## src/rtl/rgmii_rx_pkg.sv

```systemverilog
package rgmii_rx_pkg;

    localparam int NIB_W_DEFAULT = 4;
    localparam int NUM_PHASES    = 2;
    localparam int PHASE_RISE    = 0;
    localparam int PHASE_FALL    = 1;

    typedef struct packed {
        logic valid;
        logic err;
    } rx_flags_t;

    // Undo the transition-minimising control coding of one clock period.
    function automatic rx_flags_t decode_ctl(input logic rise_s, input logic fall_s);
        rx_flags_t f;
        f.valid = rise_s;
        f.err   = rise_s ^ fall_s;
        return f;
    endfunction

endpackage

```

## src/rtl/rgmii_rx_lane.sv

```systemverilog
module rgmii_rx_lane #(
    parameter int NIB_W   = 4,
    parameter bit FALLING = 1'b0
) (
    input  logic             clk,
    input  logic             rst,
    input  logic [NIB_W-1:0] rxd_i,
    input  logic             ctl_i,
    output logic [NIB_W-1:0] nib_o,
    output logic             ctl_o
);

    generate
        if (FALLING) begin : g_fall
            always_ff @(negedge clk) begin
                if (rst) begin
                    nib_o <= '0;
                    ctl_o <= 1'b0;
                end else begin
                    nib_o <= rxd_i;
                    ctl_o <= ctl_i;
                end
            end
        end else begin : g_rise
            always_ff @(posedge clk) begin
                if (rst) begin
                    nib_o <= '0;
                    ctl_o <= 1'b0;
                end else begin
                    nib_o <= rxd_i;
                    ctl_o <= ctl_i;
                end
            end
        end
    endgenerate

endmodule

```

## src/rtl/rgmii_rx_assemble.sv

```systemverilog
module rgmii_rx_assemble
    import rgmii_rx_pkg::*;
#(
    parameter int NIB_W = 4
) (
    input  logic               clk,
    input  logic               rst,
    input  logic [NIB_W-1:0]   lo_nib_i,
    input  logic [NIB_W-1:0]   hi_nib_i,
    input  logic               rise_ctl_i,
    input  logic               fall_ctl_i,
    output logic [2*NIB_W-1:0] data_o,
    output logic               valid_o,
    output logic               err_o
);

    localparam int BYTE_W = 2 * NIB_W;

    rx_flags_t flags_d;
    logic [BYTE_W-1:0] byte_d;

    always_comb begin
        flags_d = decode_ctl(rise_ctl_i, fall_ctl_i);
        byte_d  = {hi_nib_i, lo_nib_i};
    end

    always_ff @(posedge clk) begin
        if (rst) begin
            data_o  <= '0;
            valid_o <= 1'b0;
            err_o   <= 1'b0;
        end else begin
            data_o  <= byte_d;
            valid_o <= flags_d.valid;
            err_o   <= flags_d.err;
        end
    end

    // reset clears the flags and the byte
    a_r8_reset_clears: assert property (@(posedge clk)
        rst |=> (!valid_o && !err_o && data_o == '0));

    // low nibble follows the rising-half sample one edge later
    a_r1_low_nibble: assert property (@(posedge clk) disable iff (rst)
        !rst |=> data_o[NIB_W-1:0] == $past(lo_nib_i));

    // high nibble follows the falling-half sample one edge later
    a_r2_high_nibble: assert property (@(posedge clk) disable iff (rst)
        !rst |=> data_o[BYTE_W-1:NIB_W] == $past(hi_nib_i));

    // valid tracks the rising-half control sample
    a_r3_valid_rise: assert property (@(posedge clk) disable iff (rst)
        !rst |=> valid_o == $past(rise_ctl_i));

    // error is the XOR of the two control samples
    a_r4_err_xor: assert property (@(posedge clk) disable iff (rst)
        !rst |=> err_o == ($past(rise_ctl_i) != $past(fall_ctl_i)));

    // low on both halves means no frame
    a_r5_idle_code: assert property (@(posedge clk) disable iff (rst)
        (!rise_ctl_i && !fall_ctl_i) |=> (!valid_o && !err_o));

    // low then high passes out as error without valid
    a_r6_low_high: assert property (@(posedge clk) disable iff (rst)
        (!rise_ctl_i && fall_ctl_i) |=> (!valid_o && err_o));

endmodule

```

## src/rtl/rgmii_rx_ddr_decoder.sv

```systemverilog
module rgmii_rx_ddr_decoder
    import rgmii_rx_pkg::*;
#(
    parameter int NIB_W = NIB_W_DEFAULT
) (
    input  logic               clk,
    input  logic               rst,
    input  logic [NIB_W-1:0]   rxd,
    input  logic               rx_ctl,
    output logic [2*NIB_W-1:0] rx_data,
    output logic               rx_valid,
    output logic               rx_err
);

    logic [NIB_W-1:0] nib_s [NUM_PHASES];
    logic             ctl_s [NUM_PHASES];

    for (genvar g = 0; g < NUM_PHASES; g++) begin : g_phase
        rgmii_rx_lane #(
            .NIB_W   (NIB_W),
            .FALLING (g == PHASE_FALL)
        ) u_lane (
            .clk   (clk),
            .rst   (rst),
            .rxd_i (rxd),
            .ctl_i (rx_ctl),
            .nib_o (nib_s[g]),
            .ctl_o (ctl_s[g])
        );
    end

    rgmii_rx_assemble #(
        .NIB_W (NIB_W)
    ) u_assemble (
        .clk        (clk),
        .rst        (rst),
        .lo_nib_i   (nib_s[PHASE_RISE]),
        .hi_nib_i   (nib_s[PHASE_FALL]),
        .rise_ctl_i (ctl_s[PHASE_RISE]),
        .fall_ctl_i (ctl_s[PHASE_FALL]),
        .data_o     (rx_data),
        .valid_o    (rx_valid),
        .err_o      (rx_err)
    );

endmodule

```

## config.mk

```make
export PLATFORM = sky130hd
export DESIGN_NAME = rgmii_rx_ddr_decoder
export DESIGN_NICKNAME = d
export VERILOG_FILES = /design/src/rtl/rgmii_rx_pkg.sv /design/src/rtl/rgmii_rx_lane.sv /design/src/rtl/rgmii_rx_assemble.sv /design/src/rtl/rgmii_rx_ddr_decoder.sv
export SDC_FILE = /design/constraint.sdc
export NUM_CORES = 1
export LEC_CHECK = 0
export CAP_MARGIN = 25
export CORE_MARGIN = 2
export CORE_UTILIZATION = 37
export CTS_CLUSTER_SIZE = 25
export DETAILED_ROUTE_END_ITERATION = 10
export GPL_ROUTABILITY_DRIVEN = 0
export PLACE_DENSITY = 0.67
export SKIP_CTS_REPAIR_TIMING = 1
export SYNTH_ARGS = -nofsm -noshare
export SYNTH_HDL_FRONTEND = slang
export SYNTH_SLANG_ARGS = --single-unit
```

## constraint.sdc

```tcl
create_clock -name clk -period 0.8 [get_ports clk]
set_clock_uncertainty 0.2 [all_clocks]
set_input_delay 0.24 -clock clk [delete_from_list [all_inputs] [get_ports clk]]
set_output_delay 0.24 -clock clk [all_outputs]
set_load 0.05 [all_outputs]
```

==> qor.csv <==
stage;metric;value;unit
outcome;outcome;finished, violations left;
outcome;failing checks;negative hold slack, negative setup slack;
finish;share of cells above drive strength 1;0.657;
setup_path;Crit Path Category;reg -> reg;
timing;Slew Limit Fails;0;
yosys;Mapped Cells;38;
finish;FILL cells;93;
die;die area;0.00178;mm^2
grt;first-pass GRT wire length;1480;um
setup_path;Startpoint Class;flop;
timing;Final Hold Vio Count;1;
power;Pwr per Cell Area;1940;mW/mm^2
yosys;syn_area_per_cell;14.2;um^2
yosys;area leader, netlist;dfxtp_1;
yosys;commonest cells in the netlist;dfxtp_1 (20), nor2b_2 (7), and2b_1 (4);
timing;Slew HR;0.877;
finish;Layout area overhead;81.5;%
cts;Root Buffer;clkbuf_4;
die;die width;42.2;um
finish;fin nets;75;
placement;IO buf count;16;
routing;wire length per cell;11.9;um
cts;clk buf depth;2;
yosys;count leader, synth;dfxtp_1;
power;Design Power;1.90;mW
grt;pin count of the biggest net entering global routing;12;
finish;Final Core Density;0.735;
die;die height;42.2;um
job;Max Cap Viol;0;
cts;clock sink total;20;
die;Starting Density;0.405;
finish;Multi-input gate area;163;um^2
worst_hold_path;Hold Crit Class;in -> reg;
die;Boundary Pins;17;
power;Max VDD drop;0.00154;V
cts;CTS tree;built;
finish;FF+latch area;442;um^2
routing;DRT antenna net count;0;
routing;Routed Wire Length;973;um
routing;DR pass1 iterations;1;
yosys;Synth cell types;9;
timing;smallest hold slack;-0.00134;ns
setup_path;critical path capture point type;flop;
timing;Slew @ Worst Pin;0.185;ns
yosys;Synthesized Nets;45;
yosys;sequential area share after synthesis;0.741;
yosys;post-synthesis cell area;541;um^2
yosys;top post-synthesis cells by area;dfxtp_1 (74%), nor2b_2 (11%), and2b_1 (5.6%);
grt;total congestion overflow;0;
yosys;Seq cells post-synth;20;
setup_path;WP data arrival;1.28;ns
die;Core Area;0.00133;mm^2
routing;Vias/cell;4.12;
cts;H-tree Lvls;1;
setup_path;Critical Path RT;0.82;ns
timing;RSZ-0062 raised after global routing;true;
die;num rows;13;
placement;DP HPWL;715;um
yosys;Post-synth ARST share;0;
yosys;EDFF count, synth;0;
routing;DRC Markers;0;
grt;initial antenna violation count;0;
cts;clk slew on worst S/H paths;0.10;ns
cts;Num CTS Buffers;3;
yosys;Primary FF master, synth;dfxtp_1;
power;total leakage power;0.470;nW
routing;Iter 0 DRT Violations;0;
finish;ANT cells;0;
timing;Setup Viol. Count Final;24;
yosys;YS warnings;0;
timing;Worst Slack Setup Final;-0.459;ns
cts;clock insertion delay at the later pin of the skew report;0.36;ns
grt;GRT Overall Usage;0.119;
setup_path;crit-path max FO;1;
routing;via count;338;
grt;number of global-route vias before repair;361;
yosys;share of Yosys cell area claimed by the top area cell type;0.741;
[power breakdown]
group | internal, mW | leakage (nW) | switching, mW
logic | 0.157 | 0.255 | 0.123
clock network | 0.214 | 0.0420 | 0.348
registers | 1.03 | 0.173 | 0.0278
[worst paths after layout]
path                                                  from                         end  slack (ns)  cells past startpoint
worst max-delay path               g_phase[1].u_lane.ctl_o            u_assemble.err_o       -0.46                      2
worst min register to register  g_phase[0].u_lane.nib_o[3]        u_assemble.data_o[3]        0.25                      1
worst min-delay path                                rxd[1]  g_phase[0].u_lane.nib_o[1]      -0.001                      2
worst max register to register     g_phase[1].u_lane.ctl_o            u_assemble.err_o       -0.46                      2
[flip-flops by register name, summed over array words and instances, names as in the netlist]
register / cells
u_assemble.err_o: 1
g_phase.u_lane.nib_o: 8
u_assemble.valid_o: 1
g_phase.u_lane.ctl_o: 2
u_assemble.data_o: 8
[layout by cell type (no fill, tap or decap)]
master          count
and2b_1             4
and2b_2             1
clkbuf_4            3
inv_1               5
buf_12             10
xnor2_2             1
dfxtp_1             7
dfxtp_4            10
clkinv_1            1
dlymetal6s2s_1      5
buf_4               6
nor2b_2             4
nor2b_4             5
dfxtp_2             3
clkbuf_2            1
nor2_1              1
[metrics by stage]
| stage | area [um^2] | hold slack (ns) | setup slack [ns] | instances | setup TNS (ns) |
|---|---|---|---|---|---|
| final | 981 | -0.00134 | -0.459 | 82 | -7.36 |
| after global routing | 981 | -0.00993 | -0.505 | 82 | -7.92 |
| after CTS | 925 | 0.254 | -0.691 | 79 | -13.38 |
| after detailed placement | 883 | 0.224 | -1.04 | 71 | -16.11 |
| after global placement | 883 | 0.217 | -0.994 | 71 | -15.07 |
| after floorplan | 602 | 0.181 | -0.360 | 38 | -3.63 |
[cells by family after synthesis]
family | after synthesis | share of synthesized area
xor+xnor | 1 | 0.0162
buf+inv | 2 | 0.0278
flops | 20 | 0.741
simple gates | 15 | 0.215
[layer usage]
metal,track usage,part of all wire,vias to the layer above
met1,0.0924,0.36,156
li1,-,-,172
met4,0.0938,0,0
met5,0,0,-
met2,0.240,0.59,10
met3,0.0259,0.042,0
[worst max-delay path: stages (launching register included)]
cell,delay (ns)
dfxtp_2,0.32
xnor2_2,0.12
nor2_1,0.10
[layout make-up]
| type | instances | share of cell area |
|---|---|---|
| clock buffer | 3 | 0.0230 |
| clock inverter | 6 | 0.0230 |
| multi-input combinational | 16 | 0.166 |
| sequential | 20 | 0.450 |
| tap | 15 | 0.0191 |
| timing repair buffer | 22 | 0.319 |
Note: power is estimated with default switching activity, not from simulation.
